## config.mk

```make
export PLATFORM = sky130hd
export DESIGN_NAME = msi_irq_decoder
export DESIGN_NICKNAME = d
export VERILOG_FILES = /design/src/rtl/msi_irq_decoder.sv
export SDC_FILE = /design/constraint.sdc
export NUM_CORES = 1
export LEC_CHECK = 0
export BUFFER_PORTS_ARGS = -buffer_cell sky130_fd_sc_hd__buf_2
export CAP_MARGIN = 20
export CORE_ASPECT_RATIO = 0.6
export CORE_MARGIN = 4
export CORE_UTILIZATION = 40
export CTS_BUF_LIST = sky130_fd_sc_hd__clkbuf_4 sky130_fd_sc_hd__clkbuf_8
export CTS_CLUSTER_SIZE = 16
export DETAILED_ROUTE_END_ITERATION = 10
export PLACE_DENSITY_LB_ADDON = 0.25
export SKIP_CTS_REPAIR_TIMING = 1
export SYNTH_ARGS = -nofsm -noshare
export SYNTH_HDL_FRONTEND = slang
export SYNTH_SLANG_ARGS = --single-unit
```

## constraint.sdc

```tcl
create_clock -name clk -period 1.4 [get_ports clk]
set_input_delay 0.28 -clock clk [delete_from_list [all_inputs] [get_ports clk]]
set_output_delay 0.28 -clock clk [all_outputs]
set_load 0.1 [all_outputs]
```

## src/rtl/msi_irq_decoder.sv

```systemverilog
module msi_irq_decoder #(
  parameter int NVEC = 64,
  parameter int DW   = 32
) (
  input  logic          clk,
  input  logic          rst_n,
  input  logic          root_mode,
  input  logic          msi_valid,
  input  logic [DW-1:0] msi_data,
  input  logic [3:0]    msi_first_be,
  input  logic          intx_valid,
  input  logic          intx_assert,
  input  logic [1:0]    intx_pin,
  input  logic          reg_wr,
  input  logic [1:0]    reg_addr,
  input  logic [31:0]   reg_wdata,
  output logic [31:0]   reg_rdata,
  output logic          irq_msi_lo,
  output logic          irq_msi_hi,
  output logic          irq_legacy
);
  localparam int VW   = $clog2(NVEC);
  localparam int HALF = NVEC / 2;

  logic [NVEC-1:0] pend_q, mask_q, set_vec, clr_vec;
  logic [3:0]      intx_q;
  logic            msi_hit;

  assign msi_hit = root_mode && msi_valid && (msi_first_be == 4'hF);

  always_comb begin
    set_vec = '0;
    if (msi_hit) set_vec[msi_data[VW-1:0]] = 1'b1;
    clr_vec = '0;
    if (reg_wr && reg_addr == 2'd0) clr_vec[HALF-1:0]    = reg_wdata[HALF-1:0];
    if (reg_wr && reg_addr == 2'd1) clr_vec[NVEC-1:HALF] = reg_wdata[HALF-1:0];
  end

  always_ff @(posedge clk) begin
    if (!rst_n) begin
      pend_q <= '0;
      mask_q <= '1;
      intx_q <= '0;
    end else begin
      pend_q <= (pend_q & ~clr_vec) | set_vec;
      if (reg_wr && reg_addr == 2'd2) mask_q[HALF-1:0]    <= reg_wdata[HALF-1:0];
      if (reg_wr && reg_addr == 2'd3) mask_q[NVEC-1:HALF] <= reg_wdata[HALF-1:0];
      if (root_mode && intx_valid) intx_q[intx_pin] <= intx_assert;
    end
  end

  always_comb begin
    case (reg_addr)
      2'd0:    reg_rdata = pend_q[HALF-1:0];
      2'd1:    reg_rdata = pend_q[NVEC-1:HALF];
      2'd2:    reg_rdata = mask_q[HALF-1:0];
      default: reg_rdata = mask_q[NVEC-1:HALF];
    endcase
  end

  assign irq_msi_lo = |(pend_q[HALF-1:0] & ~mask_q[HALF-1:0]);
  assign irq_msi_hi = |(pend_q[NVEC-1:HALF] & ~mask_q[NVEC-1:HALF]);
  assign irq_legacy = |intx_q;

  assert_drop_badbe_R3: assert property (@(posedge clk) disable iff (!rst_n)
    (msi_valid && msi_first_be != 4'hF && !reg_wr) |=> $stable(pend_q));

  assert_endpoint_ignore_R4: assert property (@(posedge clk) disable iff (!rst_n)
    (!root_mode && !reg_wr) |=> ($stable(pend_q) && $stable(intx_q)));

  assert_set_wins_R6: assert property (@(posedge clk) disable iff (!rst_n)
    (root_mode && msi_valid && msi_first_be == 4'hF) |=> pend_q[$past(msi_data[VW-1:0])]);

  assert_clear_lo_R5: assert property (@(posedge clk) disable iff (!rst_n)
    (reg_wr && reg_addr == 2'd0 && !msi_valid) |=> ((pend_q[HALF-1:0] & $past(reg_wdata[HALF-1:0])) == '0));

  assert_legacy_up_R9: assert property (@(posedge clk) disable iff (!rst_n)
    (root_mode && intx_valid && intx_assert) |=> irq_legacy);

  assert_all_masked_R7: assert property (@(posedge clk) disable iff (!rst_n)
    (mask_q == '1) |-> (!irq_msi_lo && !irq_msi_hi));
endmodule

```

Word level (Yosys, flattened, before mapping)

Index checks and enable logic that the tools add are counted.

Equality and inequality tests: 4
$lt $le $gt $ge: 4
Bitwise operators: 7
Multiplexer cells: 9
Reductions and logical operators: 13

Operators with widths:

| operator             | number |
|---|---|
| $pmux W32 S3         | 1 |
| $and A32 B32 Y32     | 2 |
| $and A64 B64 Y64     | 1 |
| $mux W32             | 2 |
| $mux W64             | 1 |
| $not A32 Y32         | 2 |
| $not A64 Y64         | 1 |
| $or A64 B64 Y64      | 1 |
| $reduce_or A32 Y1    | 2 |
| $logic_and A1 B1 Y1  | 9 |
| $lt A6 B7 Y1 const B | 1 |
| $demux W1 S6         | 1 |
| $ge A6 B1 Y1 const B | 1 |
| $bwmux W4            | 1 |
| $eq A2 B2 Y1 const B | 2 |
| $eq A4 B4 Y1 const B | 1 |
| $reduce_or A4 Y1     | 1 |
| $lt A2 B3 Y1 const B | 1 |
| $demux W1 S2         | 1 |
| $eq A2 B1 Y1 const B | 1 |
| $ge A2 B1 Y1 const B | 1 |
| $logic_not A2 Y1     | 1 |
| $mux W1              | 2 |

Bits of input ports: 79
Word-level logic and storage cells: 41
Register bits after elaboration: 132
Output and inout bits: 35

Longest topological paths before layout

Word-level depth: 6
Depth in mapped cells: 6
Gate-level depth less buffers: 4

Worst setup path before layout

Ideal clock, no wire load.

Path kind: register -> output
From: register pend_q[18]
To: output irq_msi_lo
Slack: -480 ps
Path buffers: 0
Data arrival time: 1600 ps
Cell stages (with the launch flop): 5
Required time: 1120 ps
Cell sequence: dfxtp_1 inv_1 o22ai_1 nor4_1 nand4_1

Cells in the longest elaborated chain, start to end: 2

Ends and longest elaborated chain:

| item                   | line | text |
|---|---|---|
| start, declared        | 25   | `logic [NVEC-1:0] pend_q, mask_q, set_vec, clr_vec;` |
| start signal, assigned | 45   | `pend_q <= (pend_q & ~clr_vec) \| set_vec;` |
| $and A32 B32 Y32       | 61   | `assign irq_msi_lo = \|(pend_q[HALF-1:0] & ~mask_q[HALF-1:0]);` |
| $reduce_or A32 Y1      | 61   |  |
| end, declared          | 18   | `output logic irq_msi_lo,` |

No other way between the ends.

Worst setup path in the final report

From: register pend_q[6]
To: output irq_msi_lo

Same word-level chain as after synthesis.

==> out/results.ini <==
[layout]
nets = 1039
design_area_um2 = 9250
area_growth_pct = 50.9
num_antenna_cells = 0
drive_gt1_share_pct = 42.0
utilization_pct = 62.6
num-fill-cells = 1239

[critical_path]
crit_fanout = 2
rr_startpoint = pend_q[20]
rrSetupSlack_ps = 580
worstPathArrival_ps = 1800
endpoint_kind = primary output
worstRegToRegCells = 4
critical_path_class = reg -> out
rr_endpoint = pend_q[20]
required_ps = 1120
startpoint_type = register

[timing]
post-route-period-util_pct = 149
worst_pin_slew_ps = 491
final-hold-violation-count = 0
max_freq_mhz = 481
holdWs_ps = 86.5
period_needed_ps = 2080
rsz0062_at_grt = yes
fin_skew_ps = 0
setup_viol = 35
maxSlewViolCount = 0
fin_tns_setup_ps = -16250
maxSlewHeadroom_pct = 67.2
fin_ws_ps = -679

[global_routing]
grt_max_degree = 67
grt_remaining_overflow = 0
grt_pass1_vias = 5776
grt_use_total_pct = 24.4
grt_pass1_wl_mm = 33.4
antenna_found_initial = 0

[clock_tree]
clk_pin_slew_ps = 80
numCtsBuffers = 17
htreeDepth = 4
clock-sinks = 132
cts_root_buf = clkbuf_8
cts_tree = built
cts_max_path_buffers = 2
clk_latency_ps = 450

[pwr]
switchingPower_uw = 2770
p_int_uw = 6580
max-vdd-ir-drop_mv = 0.589
clkPwrFrac_pct = 38.0
switching_share_pct = 29.7
p_leak_uw = 0.00375
power_frac_seq_pct = 42.2
power_density_nw_per_um2 = 1010
p_comb_share_pct = 19.8

[outcome]
outcome = finished, violations left
violations = negative setup slack

[min_path]
min_from = reg_wdata[17]
hold_class = in -> reg
hold_depth = 3
holdPathEnd = mask_q[49]

[detailed_routing]
detail_route.wl_per_cell_um = 18.9
routed_wl_mm = 22.1
firstDrtPassIters = 5
drc_errors = 0
vias_per_cell = 5.42
initialDrtViolationCount = 879
num_vias = 6346
ant_nets = 0

[synthesis]
synth_nets = 824
async_reset_ff_share_pct = 0
ys_seq_elements = 132
synthCells = 745
yosysSeqAreaShare_pct = 43.1
synth_edf_count = 0
synth_ff_type = dfxtp_1
synth_cell_types = 31
synth_area_um2 = 6130
synth_area_per_cell_um2 = 8.22
ys_warn_count = 0

[die]
core_area_um2 = 14800
chipHeight_um = 104
die_w_um = 168
ioPinCount = 114
dieArea_um2 = 17400
initial_core_util_pct = 41.5
core.rowCount = 34

[place]
hpwl_mm = 15.7
gp_congestion = 0.867
port_buffers = 87
placed_cell_area_um2 = 7840

[flow_run]
maxCapViolations = 0

[logic make-up after synthesis]
| logic type | after synthesis | share of synthesized area, % |
|---|---|---|
| flops | 132 | 43.1 |
| buf+inv | 110 | 7.92 |
| mux | 36 | 12.4 |
| simple gates | 371 | 28.0 |
| compound gates | 96 | 8.50 |
[cell usage after synthesis (5+ instances only)]
| library cell | number | share of area (%) |
|---|---|---|
| buf_1 | 5 | 0.31 |
| buf_2 | 21 | 1.7 |
| buf_4 | 7 | 0.86 |
| clkbuf_1 | 11 | 0.67 |
| dfxtp_1 | 132 | 43 |
| inv_1 | 64 | 3.9 |
| mux4_2 | 32 | 12 |
| nand2_1 | 202 | 12 |
| nand3_1 | 130 | 11 |
| nor4_1 | 8 | 0.82 |
| o21ai_0 | 43 | 3.5 |
| o21ai_1 | 21 | 1.7 |
| o22ai_1 | 32 | 3.3 |
[power groups by stage]
stage,logic [uW],registers [uW],clock network [uW]
floorplan,1050,3990,0
global placement,1510,4000,0
detailed placement,1520,4000,0
CTS,1530,3920,3560
global route,1930,3950,3740
finish,1850,3940,3560
[cell type report]
type | count | area, um^2 | area share [%]
Clock buffer | 24 | 305 | 3.30
Clock inverter | 8 | 124 | 1.34
Sequential cell | 132 | 2750 | 29.7
Inverter | 64 | 240 | 2.60
Tap cell | 198 | 248 | 2.68
Multi-Input combinational cell | 503 | 3070 | 33.2
Timing Repair Buffer | 242 | 2510 | 27.1
[layer usage]
metal / track usage, % / wire length [um]
met5: 0 / 0
met4: 4.69 / 233
met3: 6.61 / 2130
met2: 32.7 / 9160
met1: 38.9 / 10600
[metrics by stage]
stage	instances	power [uW]	worst slack, ps
3_3_place_gp	1136	5510	-371
2_1_floorplan	745	5040	-480
6_report	1171	9350	-679
5_1_grt	1171	9620	-745
3_5_place_dp	1136	5530	-392
4_1_cts	1168	9000	-816
[placed cells by master, fill, tap and decap left out, types with 4 or more instances in the layout]
master / count
buf_6: 75
o21ai_0: 43
mux4_2: 32
buf_4: 73
mux2i_1: 4
nand2_1: 202
clkbuf_8: 20
clkbuf_4: 4
nor4_2: 4
dfxtp_1: 46
o22ai_1: 30
buf_2: 51
o21ai_1: 21
dfxtp_2: 86
inv_1: 61
nand3b_1: 4
nor2b_1: 4
buf_12: 43
nand3_1: 130
[registers in the layout (all words and copies together) (netlist names)]
register,flops
pend_q,64
mask_q,64
intx_q,4
[critical path, cell delays in order, from the launching register on]
cell     delay [ps]
dfxtp_2         340
inv_1            50
o22ai_1         120
buf_4           170
nor4_2          240
nand4_1         210
buf_12          220
[worst max path at each step]
stage	start	endpoint	slack, ps	depth (start not counted)
4_1_cts	mask_q[6]	irq_msi_lo	-820	5
3_3_place_gp	reg_addr[0]	reg_rdata[14]	-370	4
6_report	pend_q[6]	irq_msi_lo	-680	6
3_5_place_dp	reg_addr[0]	reg_rdata[24]	-390	4
5_1_grt	pend_q[6]	irq_msi_lo	-740	6
2_1_floorplan	pend_q[18]	irq_msi_lo	-480	4
Note: power is estimated with default switching activity, not from simulation.
